--- config.mk ---
export PLATFORM = sky130hd
export DESIGN_NAME = pwm_clk_sel_top
export DESIGN_NICKNAME = d
export VERILOG_FILES = /design/src/rtl/pwm_clk_pkg.sv /design/src/rtl/pwm_clk_regs.sv /design/src/rtl/pwm_prescaler.sv /design/src/rtl/pwm_scaled_div.sv /design/src/rtl/pwm_chan_sel.sv /design/src/rtl/pwm_clk_sel_top.sv
export SDC_FILE = /design/constraint.sdc
export NUM_CORES = 1
export LEC_CHECK = 0
export ABC_CLOCK_PERIOD_IN_PS = 3520
export BUFFER_PORTS_ARGS = -buffer_cell sky130_fd_sc_hd__buf_4
export CORE_MARGIN = 1.5
export CORE_UTILIZATION = 55
export CTS_CLUSTER_DIAMETER = 200
export DETAILED_ROUTE_END_ITERATION = 8
export GPL_ROUTABILITY_DRIVEN = 1
export GPL_TIMING_DRIVEN = 0
export MAX_ROUTING_LAYER = met4
export PLACE_DENSITY = 0.71
export SYNTH_ARGS = -nofsm -noshare
export SYNTH_HDL_FRONTEND = slang
export SYNTH_SLANG_ARGS = --single-unit
--- constraint.sdc ---
create_clock -name clk -period 3.52 [get_ports clk]
set_input_delay 0.352 -clock clk [delete_from_list [all_inputs] [get_ports clk]]
set_output_delay 0.352 -clock clk [all_outputs]
set_load 0.01 [all_outputs]
--- src/rtl/pwm_clk_pkg.sv ---
package pwm_clk_pkg;
  localparam int REG_AW = 3;
  localparam int REG_DW = 8;
  localparam int PSC_W  = 3;
  localparam int SCL_W  = 8;

  localparam logic [REG_AW-1:0] ADDR_SCALED = 3'd0;
  localparam logic [REG_AW-1:0] ADDR_SWAP   = 3'd1;
  localparam logic [REG_AW-1:0] ADDR_PSC    = 3'd2;
  localparam logic [REG_AW-1:0] ADDR_SCL_A  = 3'd3;
  localparam logic [REG_AW-1:0] ADDR_SCL_B  = 3'd4;

  // field positions inside the prescale register
  localparam int PSC_A_LSB = 0;
  localparam int PSC_B_LSB = 4;
endpackage

--- src/rtl/pwm_clk_regs.sv ---
module pwm_clk_regs
  import pwm_clk_pkg::*;
#(
  parameter int NCH = 8
) (
  input  logic                 clk,
  input  logic                 rst_n,
  input  logic                 wr_en,
  input  logic [REG_AW-1:0]    addr,
  input  logic [REG_DW-1:0]    wdata,
  output logic [REG_DW-1:0]    rdata,
  output logic [NCH-1:0]       scaled_sel,
  output logic [NCH-1:0]       swap_sel,
  output logic [PSC_W-1:0]     psc_a,
  output logic [PSC_W-1:0]     psc_b,
  output logic [SCL_W-1:0]     scl_a,
  output logic [SCL_W-1:0]     scl_b
);
  localparam logic [REG_DW-1:0] CH_MASK = REG_DW'((1 << NCH) - 1);

  logic [NCH-1:0]   scaled_q, scaled_d;
  logic [NCH-1:0]   swap_q, swap_d;
  logic [PSC_W-1:0] psc_a_q, psc_a_d, psc_b_q, psc_b_d;
  logic [SCL_W-1:0] scl_a_q, scl_a_d, scl_b_q, scl_b_d;

  always_comb begin
    scaled_d = scaled_q;
    swap_d   = swap_q;
    psc_a_d  = psc_a_q;
    psc_b_d  = psc_b_q;
    scl_a_d  = scl_a_q;
    scl_b_d  = scl_b_q;
    if (wr_en) begin
      case (addr)
        ADDR_SCALED: scaled_d = wdata[NCH-1:0];
        ADDR_SWAP:   swap_d   = wdata[NCH-1:0];
        ADDR_PSC: begin
          psc_a_d = wdata[PSC_A_LSB +: PSC_W];
          psc_b_d = wdata[PSC_B_LSB +: PSC_W];
        end
        ADDR_SCL_A:  scl_a_d = wdata[SCL_W-1:0];
        ADDR_SCL_B:  scl_b_d = wdata[SCL_W-1:0];
        default: ;
      endcase
    end
  end

  always_ff @(posedge clk or negedge rst_n) begin
    if (!rst_n) begin
      scaled_q <= '0;
      swap_q   <= '0;
      psc_a_q  <= '0;
      psc_b_q  <= '0;
      scl_a_q  <= '0;
      scl_b_q  <= '0;
    end else begin
      scaled_q <= scaled_d;
      swap_q   <= swap_d;
      psc_a_q  <= psc_a_d;
      psc_b_q  <= psc_b_d;
      scl_a_q  <= scl_a_d;
      scl_b_q  <= scl_b_d;
    end
  end

  always_comb begin
    rdata = '0;
    case (addr)
      ADDR_SCALED: rdata[NCH-1:0] = scaled_q;
      ADDR_SWAP:   rdata[NCH-1:0] = swap_q;
      ADDR_PSC: begin
        rdata[PSC_A_LSB +: PSC_W] = psc_a_q;
        rdata[PSC_B_LSB +: PSC_W] = psc_b_q;
      end
      ADDR_SCL_A:  rdata[SCL_W-1:0] = scl_a_q;
      ADDR_SCL_B:  rdata[SCL_W-1:0] = scl_b_q;
      default: ;
    endcase
  end

  assign scaled_sel = scaled_q;
  assign swap_sel   = swap_q;
  assign psc_a      = psc_a_q;
  assign psc_b      = psc_b_q;
  assign scl_a      = scl_a_q;
  assign scl_b      = scl_b_q;


  rsv_zero_chk: assert property (@(posedge clk) disable iff (!rst_n)
    (addr == ADDR_PSC) |-> (rdata[7] == 1'b0 && rdata[3] == 1'b0));


  absent_ch_zero_chk: assert property (@(posedge clk) disable iff (!rst_n)
    (addr == ADDR_SCALED || addr == ADDR_SWAP) |-> ((rdata & ~CH_MASK) == '0));
endmodule

--- src/rtl/pwm_prescaler.sv ---
module pwm_prescaler
  import pwm_clk_pkg::*;
(
  input  logic             clk,
  input  logic             rst_n,
  input  logic [PSC_W-1:0] psc_a,
  input  logic [PSC_W-1:0] psc_b,
  output logic             tick_a,
  output logic             tick_b
);
  localparam int CNT_W = (1 << PSC_W) - 1;

  logic [CNT_W-1:0] cnt_q, cnt_d;
  logic [CNT_W-1:0] mask_a, mask_b;

  always_comb begin
    cnt_d  = cnt_q + CNT_W'(1);
    // wrap of the shift at N = 7 still yields the all-ones mask
    mask_a = (CNT_W'(1) << psc_a) - CNT_W'(1);
    mask_b = (CNT_W'(1) << psc_b) - CNT_W'(1);
    tick_a = (cnt_q & mask_a) == mask_a;
    tick_b = (cnt_q & mask_b) == mask_b;
  end

  always_ff @(posedge clk or negedge rst_n) begin
    if (!rst_n) cnt_q <= '0;
    else        cnt_q <= cnt_d;
  end


  psc_zero_cont_chk: assert property (@(posedge clk) disable iff (!rst_n)
    (psc_a == '0) |-> tick_a);


  no_double_tick_chk: assert property (@(posedge clk) disable iff (!rst_n)
    (tick_b && psc_b != '0) |=> (!tick_b || psc_b != $past(psc_b)));
endmodule

--- src/rtl/pwm_scaled_div.sv ---
module pwm_scaled_div
  import pwm_clk_pkg::*;
(
  input  logic             clk,
  input  logic             rst_n,
  input  logic             src_tick,
  input  logic [SCL_W-1:0] scale,
  output logic             s_tick
);
  localparam int DIV_W = SCL_W + 1;

  logic [DIV_W-1:0] cnt_q, cnt_d;
  logic [DIV_W-1:0] last_idx;
  logic             wrap;

  always_comb begin
    if (scale == '0) last_idx = {DIV_W{1'b1}};
    else             last_idx = {scale, 1'b0} - DIV_W'(1);
    // >= lets a shrunk scale recover at once instead of running to overflow
    wrap   = cnt_q >= last_idx;
    s_tick = src_tick && wrap;
    cnt_d  = cnt_q;
    if (src_tick) cnt_d = wrap ? '0 : cnt_q + DIV_W'(1);
  end

  always_ff @(posedge clk or negedge rst_n) begin
    if (!rst_n) cnt_q <= '0;
    else        cnt_q <= cnt_d;
  end


  scaled_align_chk: assert property (@(posedge clk) disable iff (!rst_n)
    s_tick |-> src_tick);
endmodule

--- src/rtl/pwm_chan_sel.sv ---
module pwm_chan_sel #(
  parameter int NCH = 8
) (
  input  logic           clk,
  input  logic           rst_n,
  input  logic           tick_a,
  input  logic           tick_b,
  input  logic           tick_sa,
  input  logic           tick_sb,
  input  logic [NCH-1:0] scaled_sel,
  input  logic [NCH-1:0] swap_sel,
  output logic [NCH-1:0] ch_en
);
  logic [NCH-1:0] en_d, en_q;

  for (genvar i = 0; i < NCH; i++) begin : g_ch
    localparam bit GRP_HI = (i % 4) >= 2;
    logic use_b;

    always_comb begin
      use_b = swap_sel[i] ^ GRP_HI;
      case ({use_b, scaled_sel[i]})
        2'b00:   en_d[i] = tick_a;
        2'b01:   en_d[i] = tick_sa;
        2'b10:   en_d[i] = tick_b;
        default: en_d[i] = tick_sb;
      endcase
    end


    en_has_src_chk: assert property (@(posedge clk) disable iff (!rst_n)
      en_q[i] |-> $past(tick_a || tick_b || tick_sa || tick_sb));


    a_route_chk: assert property (@(posedge clk) disable iff (!rst_n)
      (!scaled_sel[i] && (swap_sel[i] == GRP_HI) && tick_a) |=> en_q[i]);
  end

  always_ff @(posedge clk or negedge rst_n) begin
    if (!rst_n) en_q <= '0;
    else        en_q <= en_d;
  end

  assign ch_en = en_q;
endmodule

--- src/rtl/pwm_clk_sel_top.sv ---
module pwm_clk_sel_top
  import pwm_clk_pkg::*;
#(
  parameter int NCH = 8
) (
  input  logic              clk,
  input  logic              rst_n,
  input  logic              wr_en,
  input  logic [REG_AW-1:0] addr,
  input  logic [REG_DW-1:0] wdata,
  output logic [REG_DW-1:0] rdata,
  output logic [NCH-1:0]    ch_en
);
  logic [NCH-1:0]   scaled_sel, swap_sel;
  logic [PSC_W-1:0] psc_a, psc_b;
  logic [SCL_W-1:0] scl_a, scl_b;
  logic             tick_a, tick_b, tick_sa, tick_sb;

  pwm_clk_regs #(.NCH(NCH)) u_regs (
    .clk(clk), .rst_n(rst_n), .wr_en(wr_en), .addr(addr), .wdata(wdata),
    .rdata(rdata), .scaled_sel(scaled_sel), .swap_sel(swap_sel),
    .psc_a(psc_a), .psc_b(psc_b), .scl_a(scl_a), .scl_b(scl_b)
  );

  pwm_prescaler u_psc (
    .clk(clk), .rst_n(rst_n), .psc_a(psc_a), .psc_b(psc_b),
    .tick_a(tick_a), .tick_b(tick_b)
  );

  pwm_scaled_div u_div_a (
    .clk(clk), .rst_n(rst_n), .src_tick(tick_a), .scale(scl_a), .s_tick(tick_sa)
  );

  pwm_scaled_div u_div_b (
    .clk(clk), .rst_n(rst_n), .src_tick(tick_b), .scale(scl_b), .s_tick(tick_sb)
  );

  pwm_chan_sel #(.NCH(NCH)) u_sel (
    .clk(clk), .rst_n(rst_n), .tick_a(tick_a), .tick_b(tick_b),
    .tick_sa(tick_sa), .tick_sb(tick_sb), .scaled_sel(scaled_sel),
    .swap_sel(swap_sel), .ch_en(ch_en)
  );
endmodule

== Yosys cells after proc, flatten, opt, wreduce, memory -nomap -nowiden ==
Index checks and enable logic that the tools add are counted.
Widths: inputs -> output; s select.

* Bitwise gates (word level): 6
* Add/sub/neg operators: 7
* Equality and inequality tests: 22
* Shifts and indexed selects: 2
* Mux-type cells: 16
* Reduce and logical (&&, ||, !) cells: 18
* $lt $le $gt $ge: 2

{| class="wikitable"
|+ Operator list
! cell !! count
|-
| $mux 9 || 4
|-
| $pmux 3 s5 || 2
|-
| $pmux 1 s3 || 8
|-
| $add 9x1->9 const B || 2
|-
| $ge 9x9->1 || 2
|-
| $sub 9x1->9 const B || 2
|-
| $eq 2x1->1 const B || 8
|-
| $eq 2x2->1 const B || 8
|-
| $logic_not 2->1 || 8
|-
| $logic_not 8->1 || 2
|-
| $and 7x7->7 || 2
|-
| $eq 7x7->1 || 2
|-
| $shl 1x3->7 const A || 2
|-
| $sub 7x2->7 const B || 2
|-
| $reduce_and 2->1 || 5
|-
| $pmux 1 s4 || 2
|-
| $add 7x1->7 const B || 1
|-
| $eq 3x2->1 const B || 2
|-
| $not 1->1 || 4
|-
| $eq 3x1->1 const B || 1
|-
| $eq 3x3->1 const B || 1
|-
| $logic_not 3->1 || 1
|-
| $logic_and 1x1->1 || 2
|}

* Register bits: 71
* Output and inout port bits: 16

== Longest topological paths before layout ==
* Word-level depth: 6
* Gate-level depth with buffers: 13

== Modules after synthesis ==
A second synthesis with hierarchy kept.

* Cell total of the unflattened synthesis: 350
* Area total of the unflattened synthesis: 4167.7 µm²

{| class="wikitable"
|+ By module, submodules not included
! module !! area each (µm²) !! cells each !! times used
|-
| pwm_clk_regs || 1823.0 || 128 || 1
|-
| pwm_scaled_div || 800.8 || 84 || 2
|-
| pwm_chan_sel || 380.4 || 16 || 1
|-
| pwm_prescaler || 362.8 || 38 || 1
|}

== Worst setup path after synthesis ==
Ideal clock, no wire load.

* Path kind: flip-flop to flip-flop
* Start point: register u_regs.scl_a_q[0] (netlist: u_regs.scl_a[0])
* End point: register u_sel.en_q[0] (netlist: u_sel.ch_en[0])
* Library setup time: 0.120 ns
* Cell stages (with the launch flop): 14
* Arrival: 2.982 ns
* Setup slack: 0.419 ns
* Path buffers: 1
* Cell sequence: dfrtp_1 -> inv_1 -> ha_1 -> nand2_1 -> or3_1 -> or3_1 -> and3_1 -> ha_1 -> and3_1 -> a221oi_2 -> o21a_1 -> buf_2 -> a2111oi_0 -> a31o_1

* Longest elaborated chain between the ends: 5
* Elaborated cells between the ends (all ways): 6

{| class="wikitable"
|+ RTL lines
! item !! line !! text
|-
| from (decl) || pwm_clk_regs.sv:24 || <nowiki>logic [SCL_W-1:0] scl_a_q, scl_a_d, scl_b_q, scl_b_d;</nowiki>
|-
| from (signal assigned) || pwm_clk_regs.sv:61 || <nowiki>scl_a_q <= scl_a_d;</nowiki>
|-
| $sub 9x1->9 or $logic_not 8->1 (tied branches) || pwm_scaled_div.sv:18, pwm_scaled_div.sv:17 ||
|-
| $mux 9 (*) || pwm_scaled_div.sv:17 || <nowiki>if (scale == '0) last_idx = {DIV_W{1'b1}};</nowiki>
|-
| $ge 9x9->1 (*) || pwm_scaled_div.sv:20 || <nowiki>wrap = cnt_q >= last_idx;</nowiki>
|-
| $logic_and 1x1->1 (*) || pwm_scaled_div.sv:21 || <nowiki>s_tick = src_tick && wrap;</nowiki>
|-
| $pmux 1 s3 (*) || pwm_chan_sel.sv:22 || <nowiki>case ({use_b, scaled_sel[i]})</nowiki>
|-
| named net u_sel.en_d[0] || pwm_chan_sel.sv:14 || <nowiki>logic [NCH-1:0] en_d, en_q;</nowiki>
|-
| to (signal assigned) || pwm_chan_sel.sv:41 || <nowiki>else en_q <= en_d;</nowiki>
|-
| to (decl) || pwm_chan_sel.sv:14 ||
|}

The timed path passes the listed nets; every way through them passes the cells marked *.
A chain may end at the register's enable or synchronous reset.

== Final worst setup path ==
Same ends and word-level chain as after synthesis.

==> metrics.yaml <==
sta:
  final.min_clock_period_ps: 3370
  rsz0062_at_grt: "no"
  post_route_skew_ps: 9.21
  timing_worst_slew_pin_value_ps: 897
  timing_hold_violations_final: 0
  hold_slack_ps: 111
  clock.fmax_mhz: 297
  number_of_slew_limit_violations_in_the_final_report: 0
  finalCritPeriodShare: 0.958
  final-setup-viol-count: 0
  max-slew-margin-rel: 0.402
  timing.setup.tns_ps: 0
floorplan:
  die_h_um: 92.3
  start_util: 0.568
  die_x_um: 92.3
  fp-row-count: 32
  core_area_mm2: 0.00773
  io_pins: 30
  dieArea_mm2: 0.00852
synthesis:
  ys_ff_latch: 71
  synth.yosys.seq_area_share: 0.405
  avgSynthCellArea_um2: 10.4
  synth_enable_flop_cells: 0
  ys_warn_count: 0
  netlist_area_mm2: 0.00439
  synth-async-reset-ratio: 1.00
  synth_top_flop_cell: "dfrtp_1"
  synth_cell_type_count: 63
  postSynthCellCount: 422
  synth_fp_nets: 459
grt:
  first_pass_grt_wire_length_mm: 17.8
  largest_net_degree_at_the_start_of_global_routing: 72
  groute.usage.overall: 0.279
  grt_pass1_vias: 3472
  grt_remaining_overflow: 0
  antenna_found_initial: 0
layout:
  mostFrequentLayoutCells: "dfrtp_1 (70), mux2_2 (39), buf_4 (29), nor2_1 (26), nand3_1 (25)"
  layout.nets: 499
  fillers: 633
  layout-drive-gt1-share: 0.227
  final_util: 0.644
  finish.instance_area_mm2: 0.00498
  layout_commonest_cell: "dfrtp_1"
  antennaDiodeCount: 0
  area_growth_pct: 13.6
cts:
  worstSkewPairLatency_ps: 360
  max_clock_buf_depth: 2
  clock_tree.htree_level_count: 3
  cts.sink_count: 71
  clk_pin_slew_worst_paths_ps: 80
  tritoncts_clock_tree: "done"
  cts_inserted_buffers: 9
  cts_root_buf: "clkbuf_8"
power_and_ir_drop:
  netSwitchingFraction: 0.374
  power.internal_w: 0.00189
  combPwrFrac: 0.360
  total_power_w: 0.00301
  powerDensity_mw_per_mm2: 605
  power.ir.vdd_worst_v: 0.000307
  power_switching_w: 0.00113
  clock_power_frac: 0.245
  seq_power_share: 0.395
  power.static_leakage_nw: 2.13
critical_path:
  worstPathMaxFanout: 10
  worstSetupPathType: "reg -> reg"
  crit_required_ps: 3820
  critical_path.endpoint_type: "flip-flop"
  arrival_time_at_the_worst_endpoint_ps: 3670
  timing.critical_path.from_type: "flip-flop"
  reg2reg_slack_ps: 150
route:
  post_drt_via_cell_ratio: 6.27
  detail_route.wl_per_cell_um: 18.6
  drtIter0Drc: 241
  detailedRoute.firstPassIterationCount: 5
  vias: 3569
  drt.antenna.violating_nets: 0
  drc: 0
  finalWirelength_mm: 10.6
placed_design:
  gpl.final_weighted_congestion: 0.821
  placedInstanceArea_mm2: 0.00472
  dp_hpwl_mm: 7.66
  port_buffers: 28
status:
  status: "complete, no violations"
job:
  total_of_max_cap_violations: 0
worst_hold_path:
  hp-class: "in -> async"
==> cells in the mapped netlist, types with 7 or more instances <==
| cell | instances | area (um^2) |
|---|---|---|
| a22oi_1 | 14 | 105 |
| o21ai_0 | 15 | 75.1 |
| o22ai_1 | 7 | 43.8 |
| a21oi_1 | 15 | 75.1 |
| nand4_1 | 8 | 50.1 |
| mux2_2 | 39 | 439 |
| nand2_1 | 20 | 75.1 |
| and3_1 | 11 | 68.8 |
| dfrtp_1 | 71 | 1780 |
| nand3_1 | 25 | 125 |
| ha_1 | 23 | 288 |
| inv_1 | 10 | 37.5 |
| nor2_1 | 26 | 97.6 |
| nand2b_1 | 9 | 56.3 |
| clkbuf_1 | 8 | 30.0 |
==> repair_timing <==
action,CTS,global route
pin swaps,0,3
setup buffers,0,1
setup endpoints to repair,9,11
endpoints found under the hold margin,0,0
hold buffers,0,0
gates resized for setup,3,5
cloned,0,0
==> area by class of cell <==
type                    count  area [um^2]  share of cell area
multi-input cells         325         2510               0.503
flip-flops and latches     71         1780               0.357
repair buffers             29          218              0.0437
clock buffers              10          128              0.0256
well taps                 102          128              0.0256
clock inverters             6         92.6              0.0186
plain buffers              16         92.6              0.0186
inverters                  10         37.5             0.00754
==> state kept, by name (all words and copies together) (netlist names) <==
register	count
u_sel.ch_en	8
u_regs.psc_a	3
u_regs.scl_a	8
u_regs.scl_b	8
u_div_b.cnt_q	9
u_regs.psc_b	3
u_div_a.cnt_q	9
u_regs.scaled_sel	8
u_psc.cnt_q	7
u_regs.swap_sel	8
==> cell families (layout without fill, tap and decap cells) <==
logic type,after synthesis,in the layout,synth area share
and+or+nand+nor,134,134,0.174
adders and majority gates,23,23,0.0656
AOI/OAI and AO/OA,113,113,0.193
buffers and inverters,26,71,0.0282
xor gates and xnor gates,11,11,0.0220
DFF,71,71,0.405
muxes,44,44,0.112
==> metal layers <==
metal / up-vias / track usage / part of all wire
met5: - / - / 0
met4: 0 / 0.101 / 0.017
met3: 14 / 0.0378 / 0.041
met2: 101 / 0.432 / 0.47
met1: 1764 / 0.376 / 0.48
li1: 1690 / - / -
==> critical path, cell delays in order, from the launching register on <==
cell,delay [ps]
dfrtp_2,450
inv_1,90
ha_1,180
nand2_1,80
or3_1,360
or3_1,350
and3_1,190
ha_1,330
and3_1,220
a221oi_4,100
o21a_2,240
buf_6,150
a2111oi_1,410
a31o_1,150
==> worst paths after layout <==
| kind | cells past startpoint | start | endpoint |
|---|---|---|---|
| worst max-delay path | 13 | u_regs.scl_a[0] | u_sel.ch_en[0] |
| worst min-delay path | 1 | rst_n | u_div_a.cnt_q[4] |
| worst max register to register | 13 | u_regs.scl_a[0] | u_sel.ch_en[0] |
| min in group clk | 3 | wdata[0] | u_regs.scl_b[0] |
| worst min register to register | 1 | u_regs.scaled_sel[3] | u_sel.ch_en[3] |
| max in group asynchronous | 1 | rst_n | u_regs.scl_a[0] |
==> metrics by stage <==
step           instances  setup slack (ps)
2_1_floorplan        422               419
3_3_place_gp         552             -42.9
3_5_place_dp         552              -121
4_1_cts              568              3.26
5_1_grt              569              8.10
6_report             569               147
==> power by group through the flow <==
stage / Sequential [W] / Clock [W] / Combinational [W]
finish: 0.00119 / 0.000739 / 0.00108
global route: 0.00122 / 0.000788 / 0.00120
CTS: 0.00118 / 0.000749 / 0.00106
detailed placement: 0.00120 / 0 / 0.00102
global placement: 0.00119 / 0 / 0.000979
floorplan: 0.00114 / 0 / 0.000759
Power figures use the tool's default switching activity.
